File: config.mk
export PLATFORM = sky130hd
export DESIGN_NAME = flash_cmd_seq
export DESIGN_NICKNAME = d
export VERILOG_FILES = /design/src/rtl/fcs_pkg.sv /design/src/rtl/fcs_step_ctrl.sv /design/src/rtl/fcs_launch_q.sv /design/src/rtl/fcs_status.sv /design/src/rtl/flash_cmd_seq.sv
export SDC_FILE = /design/constraint.sdc
export NUM_CORES = 1
export LEC_CHECK = 0
export ABC_AREA = 1
export CAP_MARGIN = 5
export CORE_UTILIZATION = 45
export CTS_BUF_LIST = sky130_fd_sc_hd__clkbuf_8
export DETAILED_ROUTE_END_ITERATION = 12
export DONT_BUFFER_PORTS = 1
export GPL_TIMING_DRIVEN = 0
export PLACE_DENSITY = 0.6
export RECOVER_POWER = 100
export SYNTH_ARGS = -nofsm -noshare
export SYNTH_HDL_FRONTEND = slang
export SYNTH_SLANG_ARGS = --single-unit
File: constraint.sdc
create_clock -name clk -period 1.5 [get_ports clk]
set_input_delay 0.225 -clock clk [delete_from_list [all_inputs] [get_ports clk]]
set_output_delay 0.225 -clock clk [all_outputs]
set_load 0.1 [all_outputs]
File: src/rtl/fcs_pkg.sv
package fcs_pkg;

    typedef enum logic [2:0] {
        OP_BLANK = 3'd0,
        OP_PGVER = 3'd1,
        OP_PROG  = 3'd2,
        OP_PGERS = 3'd3,
        OP_MASS  = 3'd4
    } fcs_op_e;

    typedef enum logic [1:0] {
        SEL_CMD  = 2'd0,
        SEL_STAT = 2'd1,
        SEL_DIV  = 2'd2,
        SEL_RSVD = 2'd3
    } fcs_sel_e;

    typedef enum logic [1:0] {
        STEP_IDLE = 2'd0,
        STEP_ADDR = 2'd1,
        STEP_CMD  = 2'd2
    } fcs_step_e;

    localparam logic [7:0] CODE_BLANK = 8'h11;
    localparam logic [7:0] CODE_PGVER = 8'h12;
    localparam logic [7:0] CODE_PROG  = 8'h21;
    localparam logic [7:0] CODE_PGERS = 8'h31;
    localparam logic [7:0] CODE_MASS  = 8'h32;

    localparam int BIT_LAUNCH = 0;
    localparam int BIT_DONE   = 1;
    localparam int BIT_ACCERR = 2;
    localparam int BIT_PVIOL  = 3;

    typedef struct packed {
        logic    ok;
        fcs_op_e op;
    } fcs_dec_t;

    function automatic fcs_dec_t decode_cmd(input logic [7:0] code);
        fcs_dec_t d;
        d.ok = 1'b1;
        d.op = OP_BLANK;
        case (code)
            CODE_BLANK: d.op = OP_BLANK;
            CODE_PGVER: d.op = OP_PGVER;
            CODE_PROG:  d.op = OP_PROG;
            CODE_PGERS: d.op = OP_PGERS;
            CODE_MASS:  d.op = OP_MASS;
            default:    d.ok = 1'b0;
        endcase
        return d;
    endfunction

endpackage

File: src/rtl/fcs_step_ctrl.sv
module fcs_step_ctrl
    import fcs_pkg::*;
#(
    parameter int ADDR_W = 16,
    parameter int DATA_W = 32
) (
    input  logic              clk,
    input  logic              rst,
    input  logic              arr_wr,
    input  logic [ADDR_W-1:0] arr_addr,
    input  logic [DATA_W-1:0] arr_data,
    input  logic              prot_hit,
    input  logic              reg_wr,
    input  logic [1:0]        reg_sel,
    input  logic [7:0]        reg_wdata,
    input  logic              bempty,
    input  logic              accerr,
    input  logic              pviol,
    input  logic              div_loaded,
    output logic              launch_ok,
    output logic              set_accerr,
    output logic              set_pviol,
    output logic              clr_accerr,
    output logic              clr_pviol,
    output logic              div_wr,
    output fcs_op_e           stg_op,
    output logic [ADDR_W-1:0] stg_addr,
    output logic [DATA_W-1:0] stg_data
);

    fcs_step_e step_q, step_n;
    fcs_dec_t  dec;
    logic      cmd_wr, stat_wr, divsel_wr, launch_req, any_err;
    logic      cap_arr, cap_cmd;

    assign cmd_wr     = reg_wr && (reg_sel == SEL_CMD);
    assign stat_wr    = reg_wr && (reg_sel == SEL_STAT);
    assign divsel_wr  = reg_wr && (reg_sel == SEL_DIV);
    assign launch_req = stat_wr && reg_wdata[BIT_LAUNCH];
    assign any_err    = accerr || pviol;
    assign dec        = decode_cmd(reg_wdata);

    // Error flags are write-1-to-clear; bit BIT_DONE is deliberately unused.
    assign clr_accerr = stat_wr && reg_wdata[BIT_ACCERR];
    assign clr_pviol  = stat_wr && reg_wdata[BIT_PVIOL];

    always_comb begin
        step_n     = step_q;
        launch_ok  = 1'b0;
        set_accerr = 1'b0;
        set_pviol  = 1'b0;
        div_wr     = 1'b0;
        cap_arr    = 1'b0;
        cap_cmd    = 1'b0;
        if (arr_wr && reg_wr) begin
            set_accerr = 1'b1;
            step_n     = STEP_IDLE;
        end else if (arr_wr) begin
            if (step_q != STEP_IDLE) begin
                set_accerr = 1'b1;
                step_n     = STEP_IDLE;
            end else if (any_err) begin
                step_n = STEP_IDLE;          // blocked until errors cleared
            end else if (!bempty) begin
                set_accerr = 1'b1;
            end else if (prot_hit) begin
                set_pviol = 1'b1;
            end else begin
                cap_arr = 1'b1;
                step_n  = STEP_ADDR;
            end
        end else if (cmd_wr) begin
            if (step_q == STEP_ADDR && dec.ok) begin
                cap_cmd = 1'b1;
                step_n  = STEP_CMD;
            end else begin
                set_accerr = 1'b1;
                step_n     = STEP_IDLE;
            end
        end else if (divsel_wr) begin
            if (step_q != STEP_IDLE) begin
                set_accerr = 1'b1;
                step_n     = STEP_IDLE;
            end else begin
                div_wr = 1'b1;
            end
        end else if (launch_req) begin
            if (step_q == STEP_CMD && div_loaded) begin
                launch_ok = 1'b1;
            end else begin
                set_accerr = 1'b1;
            end
            step_n = STEP_IDLE;
        end
    end

    always_ff @(posedge clk) begin
        if (rst) begin
            step_q   <= STEP_IDLE;
            stg_op   <= OP_BLANK;
            stg_addr <= '0;
            stg_data <= '0;
        end else begin
            step_q <= step_n;
            if (cap_arr) begin
                stg_addr <= arr_addr;
                stg_data <= arr_data;
            end
            if (cap_cmd) begin
                stg_op <= dec.op;
            end
        end
    end

endmodule

File: src/rtl/fcs_launch_q.sv
module fcs_launch_q
    import fcs_pkg::*;
#(
    parameter int ADDR_W = 16,
    parameter int DATA_W = 32
) (
    input  logic              clk,
    input  logic              rst,
    input  logic              launch_ok,
    input  fcs_op_e           stg_op,
    input  logic [ADDR_W-1:0] stg_addr,
    input  logic [DATA_W-1:0] stg_data,
    input  logic              exec_done,
    output logic              exec_start,
    output fcs_op_e           exec_op,
    output logic [ADDR_W-1:0] exec_addr,
    output logic [DATA_W-1:0] exec_data,
    output logic              pend_valid,
    output logic              done_evt
);

    logic busy_q;

    // Pending slot feeds the engine directly whenever the engine is idle.
    assign exec_start = pend_valid && !busy_q;
    assign done_evt   = busy_q && exec_done && !pend_valid;

    always_ff @(posedge clk) begin
        if (rst) begin
            pend_valid <= 1'b0;
            busy_q     <= 1'b0;
            exec_op    <= OP_BLANK;
            exec_addr  <= '0;
            exec_data  <= '0;
        end else begin
            if (launch_ok) begin
                pend_valid <= 1'b1;
                exec_op    <= stg_op;
                exec_addr  <= stg_addr;
                exec_data  <= stg_data;
            end else if (exec_start) begin
                pend_valid <= 1'b0;
            end
            if (exec_start) begin
                busy_q <= 1'b1;
            end else if (exec_done) begin
                busy_q <= 1'b0;
            end
        end
    end

endmodule

File: src/rtl/fcs_status.sv
module fcs_status (
    input  logic clk,
    input  logic rst,
    input  logic launch_ok,
    input  logic done_evt,
    input  logic set_accerr,
    input  logic clr_accerr,
    input  logic set_pviol,
    input  logic clr_pviol,
    input  logic div_wr,
    output logic done,
    output logic accerr,
    output logic pviol,
    output logic div_loaded
);

    always_ff @(posedge clk) begin
        if (rst) begin
            done       <= 1'b1;
            accerr     <= 1'b0;
            pviol      <= 1'b0;
            div_loaded <= 1'b0;
        end else begin
            if (launch_ok) begin
                done <= 1'b0;
            end else if (done_evt) begin
                done <= 1'b1;
            end
            if (set_accerr) begin
                accerr <= 1'b1;
            end else if (clr_accerr) begin
                accerr <= 1'b0;
            end
            if (set_pviol) begin
                pviol <= 1'b1;
            end else if (clr_pviol) begin
                pviol <= 1'b0;
            end
            if (div_wr) begin
                div_loaded <= 1'b1;
            end
        end
    end

endmodule

File: src/rtl/flash_cmd_seq.sv
module flash_cmd_seq
    import fcs_pkg::*;
#(
    parameter int ADDR_W = 16,
    parameter int DATA_W = 32
) (
    input  logic              clk,
    input  logic              rst,
    input  logic              arr_wr,
    input  logic [ADDR_W-1:0] arr_addr,
    input  logic [DATA_W-1:0] arr_data,
    input  logic              prot_hit,
    input  logic              reg_wr,
    input  logic [1:0]        reg_sel,
    input  logic [7:0]        reg_wdata,
    input  logic              exec_done,
    output logic              exec_start,
    output logic [2:0]        exec_op,
    output logic [ADDR_W-1:0] exec_addr,
    output logic [DATA_W-1:0] exec_data,
    output logic              stat_bempty,
    output logic              stat_done,
    output logic              stat_accerr,
    output logic              stat_pviol,
    output logic              div_loaded
);

    logic              launch_ok, set_accerr, set_pviol, clr_accerr, clr_pviol;
    logic              div_wr, pend_valid, done_evt;
    fcs_op_e           stg_op, q_op;
    logic [ADDR_W-1:0] stg_addr;
    logic [DATA_W-1:0] stg_data;

    fcs_step_ctrl #(.ADDR_W(ADDR_W), .DATA_W(DATA_W)) u_step (
        .clk        (clk),
        .rst        (rst),
        .arr_wr     (arr_wr),
        .arr_addr   (arr_addr),
        .arr_data   (arr_data),
        .prot_hit   (prot_hit),
        .reg_wr     (reg_wr),
        .reg_sel    (reg_sel),
        .reg_wdata  (reg_wdata),
        .bempty     (stat_bempty),
        .accerr     (stat_accerr),
        .pviol      (stat_pviol),
        .div_loaded (div_loaded),
        .launch_ok  (launch_ok),
        .set_accerr (set_accerr),
        .set_pviol  (set_pviol),
        .clr_accerr (clr_accerr),
        .clr_pviol  (clr_pviol),
        .div_wr     (div_wr),
        .stg_op     (stg_op),
        .stg_addr   (stg_addr),
        .stg_data   (stg_data)
    );

    fcs_launch_q #(.ADDR_W(ADDR_W), .DATA_W(DATA_W)) u_lq (
        .clk        (clk),
        .rst        (rst),
        .launch_ok  (launch_ok),
        .stg_op     (stg_op),
        .stg_addr   (stg_addr),
        .stg_data   (stg_data),
        .exec_done  (exec_done),
        .exec_start (exec_start),
        .exec_op    (q_op),
        .exec_addr  (exec_addr),
        .exec_data  (exec_data),
        .pend_valid (pend_valid),
        .done_evt   (done_evt)
    );

    fcs_status u_stat (
        .clk        (clk),
        .rst        (rst),
        .launch_ok  (launch_ok),
        .done_evt   (done_evt),
        .set_accerr (set_accerr),
        .clr_accerr (clr_accerr),
        .set_pviol  (set_pviol),
        .clr_pviol  (clr_pviol),
        .div_wr     (div_wr),
        .done       (stat_done),
        .accerr     (stat_accerr),
        .pviol      (stat_pviol),
        .div_loaded (div_loaded)
    );

    assign exec_op     = q_op;
    assign stat_bempty = !pend_valid;

endmodule

==> flow_summary.toml, run 1 <==
[outcome]
outcome = "finished with violations"
violations = "negative setup slack"

[route]
viasPerCell = 5.406
detail-route-antenna-nets = 0
totalWireLength_um = 12110
routedWlPerCell_um = 17.99
first_pass_iters = 4
route.detailed.drc = 0
initialDrtViolationCount = 80
num_vias = 3638

[setup_path]
worst_ep_arrival_time_ns = 1.89
crit_type = "flop to output pin"
critical_path_required_ns = 1.27
cpMaxStageDelayCell = "nor2_4"
startpoint = "u_lq.pend_valid"
cp_cell_sequence = "clkinvlp_4, nor2_4"
critPathCaptureType = "output pin"
critical_path.max_fanout = 4
timing.rr.start = "u_lq.pend_valid"
cp-start-kind = "flop"
max_stage_delay_ns = 0.70

[clock_network]
cts.clk_slew.worst_paths_ns = 0.12
cts-htree-levels = 3
cts_buffers = 9
clk_latency_ns = 0.37
clock-sinks = 110
clock_path_buffers = 2
root_buffer = "clkbuf_8"
cts_tree = "built"

[cells_and_area]
layout.nets = 624
n_antenna_cell = 0
area_delta_synth_final_pct = 51.48
final_cell_mix = "inv_1, a21oi_2, o21ai_2"
design_area_mm2 = 0.006137
drive_gt1_frac = 0.5327
final_common_cell = "inv_1"

[yosys]
synthesis.nets = 562
synth.cell_area_mm2 = 0.004051
yosys_warnings = 0
syn_avg_cell_area_um2 = 8.135
ys_ff_latch = 110
synthCells = 498
ys_types = 22
seq_area_frac_synth = 0.5435

[die]
dieArea_mm2 = 0.009387
start_util = 0.4646
num_rows = 34
die_x_um = 96.89
io_pins = 121
die_h_um = 96.89
core_area_mm2 = 0.008721

[sta]
finalHoldViolations = 0
fin_crit_sh = 1.411
post-route-min-period_ns = 2.117
relSlewSlack = 0.3712
fmax_mhz = 472.3
totalNegativeSetupSlack_ns = -11.02
worst_pin_slew_ns = 0.9432
setup_viol = 91
grt_setup_unrepaired = "true"
slew_viol_final = 0
timing.final.ws_setup_ns = -0.6171
whs_ns = 0.01042
clock_skew_ns = 0.01353

[global_routing]
grt_max_degree = 20
gr-total-overflow = 0
track_usage = 0.2558
grt_antenna_before_repair = 0
grt_pass1_vias = 3606
grt_pass1_wl_um = 18880

[pwr]
p_switching_w = 0.001552
power.total_w = 0.005526
p_per_area_mw_per_mm2 = 900.4
switching_share = 0.2808
intPower_w = 0.003974
pwr-share-clk = 0.304
leakagePower_nw = 2.229
ir_worst_vdd_uv = 513.7
seqPwrFrac = 0.560
pwr-share-comb = 0.137

[placed_design]
placed_area_mm2 = 0.004205
pre_cts_ws_ns = -0.2849
portBuffers = 0
gp_congestion = 0.7755
hpwl_um = 6759

[hold_path]
hold_path_class = "input pin to flop"
min_from = "arr_data[14]"

[job]
drv_cap = 0
[metal layers]
layer	vias up	wire length, µm	GRT usage
li1	1767	-	-
met5	-	0	0
met1	1763	5139	0.3162
met3	13	665	0.07153
met2	95	6132	0.4323
met4	0	169	0.07692
[sequential cells by signal, indices dropped and copies added (netlist names)]
register           count
u_stat.done            1
u_step.stg_data       32
u_step.step_q          2
u_stat.div_loaded      1
u_lq.exec_op           3
u_lq.busy_q            1
u_lq.pend_valid        1
u_stat.accerr          1
u_step.stg_addr       16
u_lq.exec_addr        16
u_stat.pviol           1
u_lq.exec_data        32
u_step.stg_op          3
[stage by stage]
stage / std cells / util
2_1_floorplan: 498 / -
3_3_place_gp: 606 / 0.4822
3_5_place_dp: 606 / 0.4822
4_1_cts: 665 / 0.6679
5_1_grt: 673 / 0.7037
6_report: 673 / 0.7037
[cell families (layout without fill, tap and decap cells)]
| family | Yosys count | in the layout | synth area share |
|---|---|---|---|
| compound gates | 215 | 215 | 0.2662 |
| flops | 110 | 110 | 0.5435 |
| buf+inv | 104 | 170 | 0.1140 |
| simple gates | 69 | 70 | 0.07628 |
[timing repair]
item                                    in CTS  in global routing
endpoints found under the hold margin        9                  3
resized for setup                          286                114
cloned                                      20                  2
buffers inserted                            17                 18
pin swaps                                   49                 21
hold buffers                                 6                  3
endpoints found under the setup margin     155                104
[synth_stat cells, drive strengths merged]
cell type  number  area share
or2             1      0.0015
inv            72       0.067
dfxtp         110        0.54
nor2           25       0.026
nand4           4      0.0062
a21oi         108        0.13
nor4            1      0.0031
o21ai         106        0.13
clkbuf         16       0.015
buf            16       0.032
nand2          32       0.030
o21a            1      0.0019
nand3           5      0.0074
and2            1      0.0015
[final cells by class]
class / instances / area [µm²]
fillers: 656 / 2584
flip-flops and latches: 110 / 2283
multi-input cells: 285 / 2177
repair buffers: 53 / 752.0
plain buffers: 29 / 331.6
inverters: 72 / 279.0
well taps: 108 / 135.1
clock buffers: 9 / 123.9
clock inverters: 7 / 55.05
[worst paths after layout]
| kind | endpoint | slack (ns) | cells past startpoint |
|---|---|---|---|
| setup / recovery | exec_start | -0.62 | 2 |
| hold / removal | u_step.stg_data[14] | 0.01 | 2 |
| setup reg to reg | u_lq.busy_q | -0.29 | 3 |
| hold reg to reg | u_lq.exec_op[0] | 0.45 | 2 |
[power by group through the flow]
stage / Combinational (W) / Sequential (W) / Clock (W)
finish: 0.000755 / 0.00309 / 0.00168
global placement: 0.000336 / 0.00316 / 0
global route: 0.000809 / 0.00310 / 0.00182
detailed placement: 0.000347 / 0.00316 / 0
floorplan: 0.000268 / 0.00315 / 0
CTS: 0.000672 / 0.00309 / 0.00170
[worst max-delay path: cells and delay by family (launching register included)]
kind / cells / cell delay, ns
buf+inv: 1 / 0.46
flops: 1 / 0.37
simple gates: 1 / 0.70
Note: power is estimated with default switching activity, not from simulation.
==> run 2: changes to the inputs <==
==> constraint.sdc (replaced) <==
create_clock -name clk -period 1.95 [get_ports clk]
set_input_delay 0.2925 -clock clk [delete_from_list [all_inputs] [get_ports clk]]
set_output_delay 0.2925 -clock clk [all_outputs]
set_load 0.1 [all_outputs]
==> run 2 against run 1 <==
Net effect: the run still ends with negative setup slack left; hold slack improved by 0.098 ns; critical path depth is the same; sequential power down 23%; count of clock-buffer cells in the layout rose by 1; largest cell class unchanged; critical endpoint unchanged; final cell count decreased by 7.4%.
==> flow_summary.toml, run 2 (synthesis gave the netlist of run 1 again) <==
[placed_design]
portBuffers = 0
gp_congestion = 0.7913
pre_cts_ws_ns = -0.3418
hpwl_um = 6699

[route]
initialDrtViolationCount = 117
detail-route-antenna-nets = 0
routedWlPerCell_um = 14.98
totalWireLength_um = 9332
route.detailed.drc = 0
first_pass_iters = 6
viasPerCell = 5.228
num_vias = 3257

[global_routing]
grt_pass1_wl_um = 15500
grt_max_degree = 20
grt_pass1_vias = 3201
track_usage = 0.2037
grt_antenna_before_repair = 1
gr-total-overflow = 0

[cells_and_area]
reg_top3 = "u_lq.exec_data: 32 flops, u_step.stg_data: 32 flops"
area_delta_synth_final_pct = 8.740
layout.nets = 574
final_common_cell = "a21oi_1"
drive_gt1_frac = 0.08949
final_cell_mix = "a21oi_1, dfxtp_1, o21ai_0"
fin_util = 0.5052
nFillCells = 878

[sta]
setup_viol = 1
finalHoldViolations = 0
worst_pin_slew_ns = 1.016
grt_setup_unrepaired = "true"
whs_ns = 0.1087
clock_skew_ns = 0.01866
timing.final.ws_setup_ns = -0.2434
fmax_mhz = 455.9
relSlewSlack = 0.3219
post-route-min-period_ns = 2.193
totalNegativeSetupSlack_ns = -0.2434
slew_viol_final = 0
fin_crit_sh = 1.125

[die]
die_x_um = 96.89
start_util = 0.4646
io_pins = 121
dieArea_mm2 = 0.009387
core_area_mm2 = 0.008721
die_h_um = 96.89
num_rows = 34

[pwr]
ir_worst_vdd_uv = 585.8
power.total_w = 0.003969
leakagePower_nw = 1.715
p_per_area_mw_per_mm2 = 901.0

[setup_path]
timing.rr.start = "u_lq.pend_valid"
cp.buffers_inverters = 1
worst_ep_arrival_time_ns = 1.90
cp-start-kind = "flop"
crit_family = "simple AND/OR/NAND/NOR gates"
critical_path_required_ns = 1.66
crit_type = "flop to output pin"
startpoint = "u_lq.pend_valid"
critPathCaptureType = "output pin"
r2r_setup_slack_ns = 0.14
cpMaxStageDelayCell = "nor2_4"
critical_path.max_fanout = 5
max_stage_delay_ns = 0.70
cp_cell_sequence = "clkinvlp_4, nor2_4"

[clock_network]
cts_buffers = 9
root_buffer = "clkbuf_8"
cts_tree = "built"
cts.clk_slew.worst_paths_ns = 0.09
clock_path_buffers = 2
clk_latency_ns = 0.37
clock-sinks = 110
cts-htree-levels = 3
postCtsSetupBuffers = 0

[hold_path]
hold_path_class = "input pin to flop"
min_from = "prot_hit"

[job]
drv_cap = 0

[outcome]
violations = "negative setup slack"
outcome = "finished with violations"
-- run 2: cell count changes in the layout (fill, tap and decap cells not counted), moves of 16 or more --
cell	before	now
buf_8	20	0
o21ai_0	14	76
a21oi_1	36	108
o21ai_2	61	0
dfxtp_2	53	0
o21ai_4	17	0
a21oi_2	68	0
o21ai_1	14	30
dfxtp_1	53	106
-- run 2: worst register-to-register path: stages, from the launching register on --
cell	delay, ns
dfxtp_4	0.38
clkinvlp_4	0.46
nor2_4	0.70
o21a_1	0.21
-- run 2: metal layers --
| layer | wire length (µm) | share of wire | track usage |
|---|---|---|---|
| met1 | 4170 | 0.45 | 0.2517 |
| met2 | 4369 | 0.47 | 0.3380 |
| met3 | 674 | 0.072 | 0.06358 |
| met4 | 117 | 0.013 | 0.06429 |
| met5 | 0 | 0 | 0 |
-- run 2: stage by stage --
stage,cell area (µm²),cells
after CTS,4398,622
after floorplan,4059,498
final,4405,623
after detailed placement,4194,606
after global placement,4194,606
after global routing,4403,622
-- run 2: path summary, 6_finish.rpt --
check | endpoint | depth (start not counted)
hold reg to reg | u_lq.exec_data[28] | 2
setup / recovery | exec_start | 2
setup reg to reg | u_lq.busy_q | 3
hold / removal | u_stat.pviol | 2
-- run 2: report_power, final --
part | leakage [nW] | internal [W] | switching, W | total, W
logic | 0.721 | 0.0000879 | 0.000176 | 0.000264
registers | 0.895 | 0.00232 | 0.0000552 | 0.00238
clock network | 0.0983 | 0.000526 | 0.000804 | 0.00133
total | 1.71 | 0.00293 | 0.00104 | 0.00397
-- run 2: area by class of cell --
type                            count  area, µm²  area share
Clock buffer                       10      137.6     0.03124
Clock inverter                      5      51.30     0.01164
Sequential cell                   110       2217      0.5033
Antenna cell                        1      2.502   0.0005680
Tap cell                          108      135.1     0.03067
Buffer                             32      192.7     0.04374
Timing Repair Buffer                1      10.01    0.002272
Multi-Input combinational cell    284       1385      0.3144
Inverter                           72      274.0     0.06220
-- run 2: repair_timing --
item | in CTS | in global routing
pin swaps | 0 | 1
hold endpoints to repair | 4 | 0
setup endpoints to repair | 100 | 61
cloned | 0 | 0
resized for setup | 4 | 6
hold buffers | 1 | 0
==> run 3: changes to the inputs <==
--- a/config.mk
+++ b/config.mk
@@ -7,12 +7,12 @@
 export LEC_CHECK = 0
 export ABC_AREA = 1
 export CAP_MARGIN = 5
-export CORE_UTILIZATION = 45
+export CORE_UTILIZATION = 43
 export CTS_BUF_LIST = sky130_fd_sc_hd__clkbuf_8
 export DETAILED_ROUTE_END_ITERATION = 12
 export DONT_BUFFER_PORTS = 1
 export GPL_TIMING_DRIVEN = 0
-export PLACE_DENSITY = 0.6
+export PLACE_DENSITY = 0.58
 export RECOVER_POWER = 100
 export SYNTH_ARGS = -nofsm -noshare
 export SYNTH_HDL_FRONTEND = slang
==> run 3 against run 2 <==
Net effect: the run still ends with negative setup slack left; via count increased by 0.21%; die area increased by 4.6%; worst setup slack got worse by 0.0030 ns; routed wire length increased by 1.8%; critical endpoint unchanged; highest routed layer unchanged.
==> flow_summary.toml, run 3 (synthesis gave the netlist of run 1 again) <==
[outcome]
outcome = "finished with violations"
violations = "negative setup slack"

[route]
routedWlPerCell_um = 15.15
first_pass_iters = 4
route.detailed.drc = 0
num_vias = 3264
totalWireLength_um = 9498
viasPerCell = 5.206
detail-route-antenna-nets = 0
initialDrtViolationCount = 74

[cells_and_area]
fin_util = 0.4792
design_area_mm2 = 0.004407
final_cell_mix = "a21oi_1, dfxtp_1, o21ai_0"
reg_top3 = "u_lq.exec_data: 32 flops, u_step.stg_data: 32 flops"
area_delta_synth_final_pct = 8.771
final_common_cell = "a21oi_1"
layout.nets = 575
drive_gt1_frac = 0.08738

[setup_path]
cp.buffers_inverters = 1
crit_family = "simple AND/OR/NAND/NOR gates"
critical_path_required_ns = 1.66
cpMaxStageDelayCell = "nor2_4"
max_stage_delay_ns = 0.70
cp-start-kind = "flop"
crit_type = "flop to output pin"
startpoint = "u_lq.pend_valid"
rr_worst_depth = 7
critPathCaptureType = "output pin"
worst_ep_arrival_time_ns = 1.90
cp.depth = 2
critical_path.max_fanout = 4
timing.rr.start = "u_stat.div_loaded"
cp_cell_sequence = "clkinvlp_4, nor2_4"

[die]
dieArea_mm2 = 0.009814
num_rows = 35
die_h_um = 99.07
start_util = 0.4405
die_x_um = 99.07
io_pins = 121
core_area_mm2 = 0.009196

[pwr]
leakagePower_nw = 1.718
ir_worst_vdd_uv = 345.7
p_per_area_mw_per_mm2 = 899.5
power.total_w = 0.003964

[sta]
relSlewSlack = 0.3174
finalHoldViolations = 0
clock_skew_ns = 0.01410
worst_pin_slew_ns = 1.023
timing.final.ws_setup_ns = -0.2464
grt_setup_unrepaired = "true"
fin_crit_sh = 1.126
setup_viol = 1
fmax_mhz = 455.3
slew_viol_final = 0
post-route-min-period_ns = 2.196

[clock_network]
root_buffer = "clkbuf_8"
cts-htree-levels = 3
clk_latency_ns = 0.37
cts_tree = "built"
cts.clk_slew.worst_paths_ns = 0.11
clock-sinks = 110
cts_buffers = 9
clock_path_buffers = 2

[global_routing]
grt_antenna_before_repair = 1
grt_max_degree = 20
gr-total-overflow = 0
track_usage = 0.1946
grt_pass1_wl_um = 14830
grt_pass1_vias = 2875

[placed_design]
portBuffers = 0
placed_area_mm2 = 0.004198
gp_congestion = 0.7756
hpwl_um = 6698

[job]
drv_cap = 0

[hold_path]
min_from = "prot_hit"
hold_path_depth = 2
hold_path_class = "input pin to flop"
[run 3: cell types whose count changed in the layout (fill, tap and decap cells not counted), sizes merged]
cell	change
buf	-6
clkbuf	+7
clkinv	+1
inv	-1
[run 3: cell type report]
| class | instances | area, µm² |
|---|---|---|
| fillers | 936 | 4790 |
| flip-flops and latches | 110 | 2217 |
| multi-input cells | 284 | 1379 |
| inverters | 72 | 274.0 |
| plain buffers | 32 | 186.4 |
| well taps | 111 | 138.9 |
| clock buffers | 10 | 137.6 |
| clock inverters | 5 | 53.80 |
| repair buffers | 2 | 17.52 |
| diodes | 1 | 2.502 |
[run 3: what timing repair did]
action                                 CTS  global route
hold buffers                             1             0
buffers inserted                         1             0
pin swaps                                1             1
endpoints found under the hold margin    4             0
resized for setup                        6             5
setup endpoints to repair              100            38
[run 3: worst paths after layout]
| path | endpoint | slack, ns |
|---|---|---|
| setup / recovery | exec_start | -0.25 |
| hold / removal | u_stat.pviol | 0.09 |
| setup reg to reg | u_lq.exec_addr[6] | 0.14 |
| hold reg to reg | u_lq.exec_addr[7] | 0.46 |
[run 3: per-layer routing]
layer  share of wire  global-route usage  vias up
met1            0.46              0.2556     1484
met3           0.083             0.06312       12
li1                -                   -     1670
met4           0.016             0.07805        0
met5               0                   0        -
met2            0.44              0.2964       98
[run 3: report_power, final]
| group | switching [W] | internal [W] | total [W] | leakage, nW |
|---|---|---|---|---|
| clock | 0.000804 | 0.000523 | 0.00133 | 0.0976 |
| combinational | 0.000175 | 0.0000877 | 0.000262 | 0.725 |
| sequential | 0.0000541 | 0.00232 | 0.00237 | 0.895 |
[run 3: metrics by stage]
step / setup slack (ns) / hold slack, ns / TNS, ns / cells
detailed placement: -0.2924 / 0.3663 / -19.73 / 609
global placement: -0.2783 / 0.3624 / -17.95 / 609
finish: -0.2464 / 0.08701 / -0.2464 / 627
CTS: -0.2719 / 0.07175 / -0.2719 / 626
global route: -0.3089 / 0.07302 / -0.6240 / 626
floorplan: 0.04801 / 0.3616 / 0 / 498
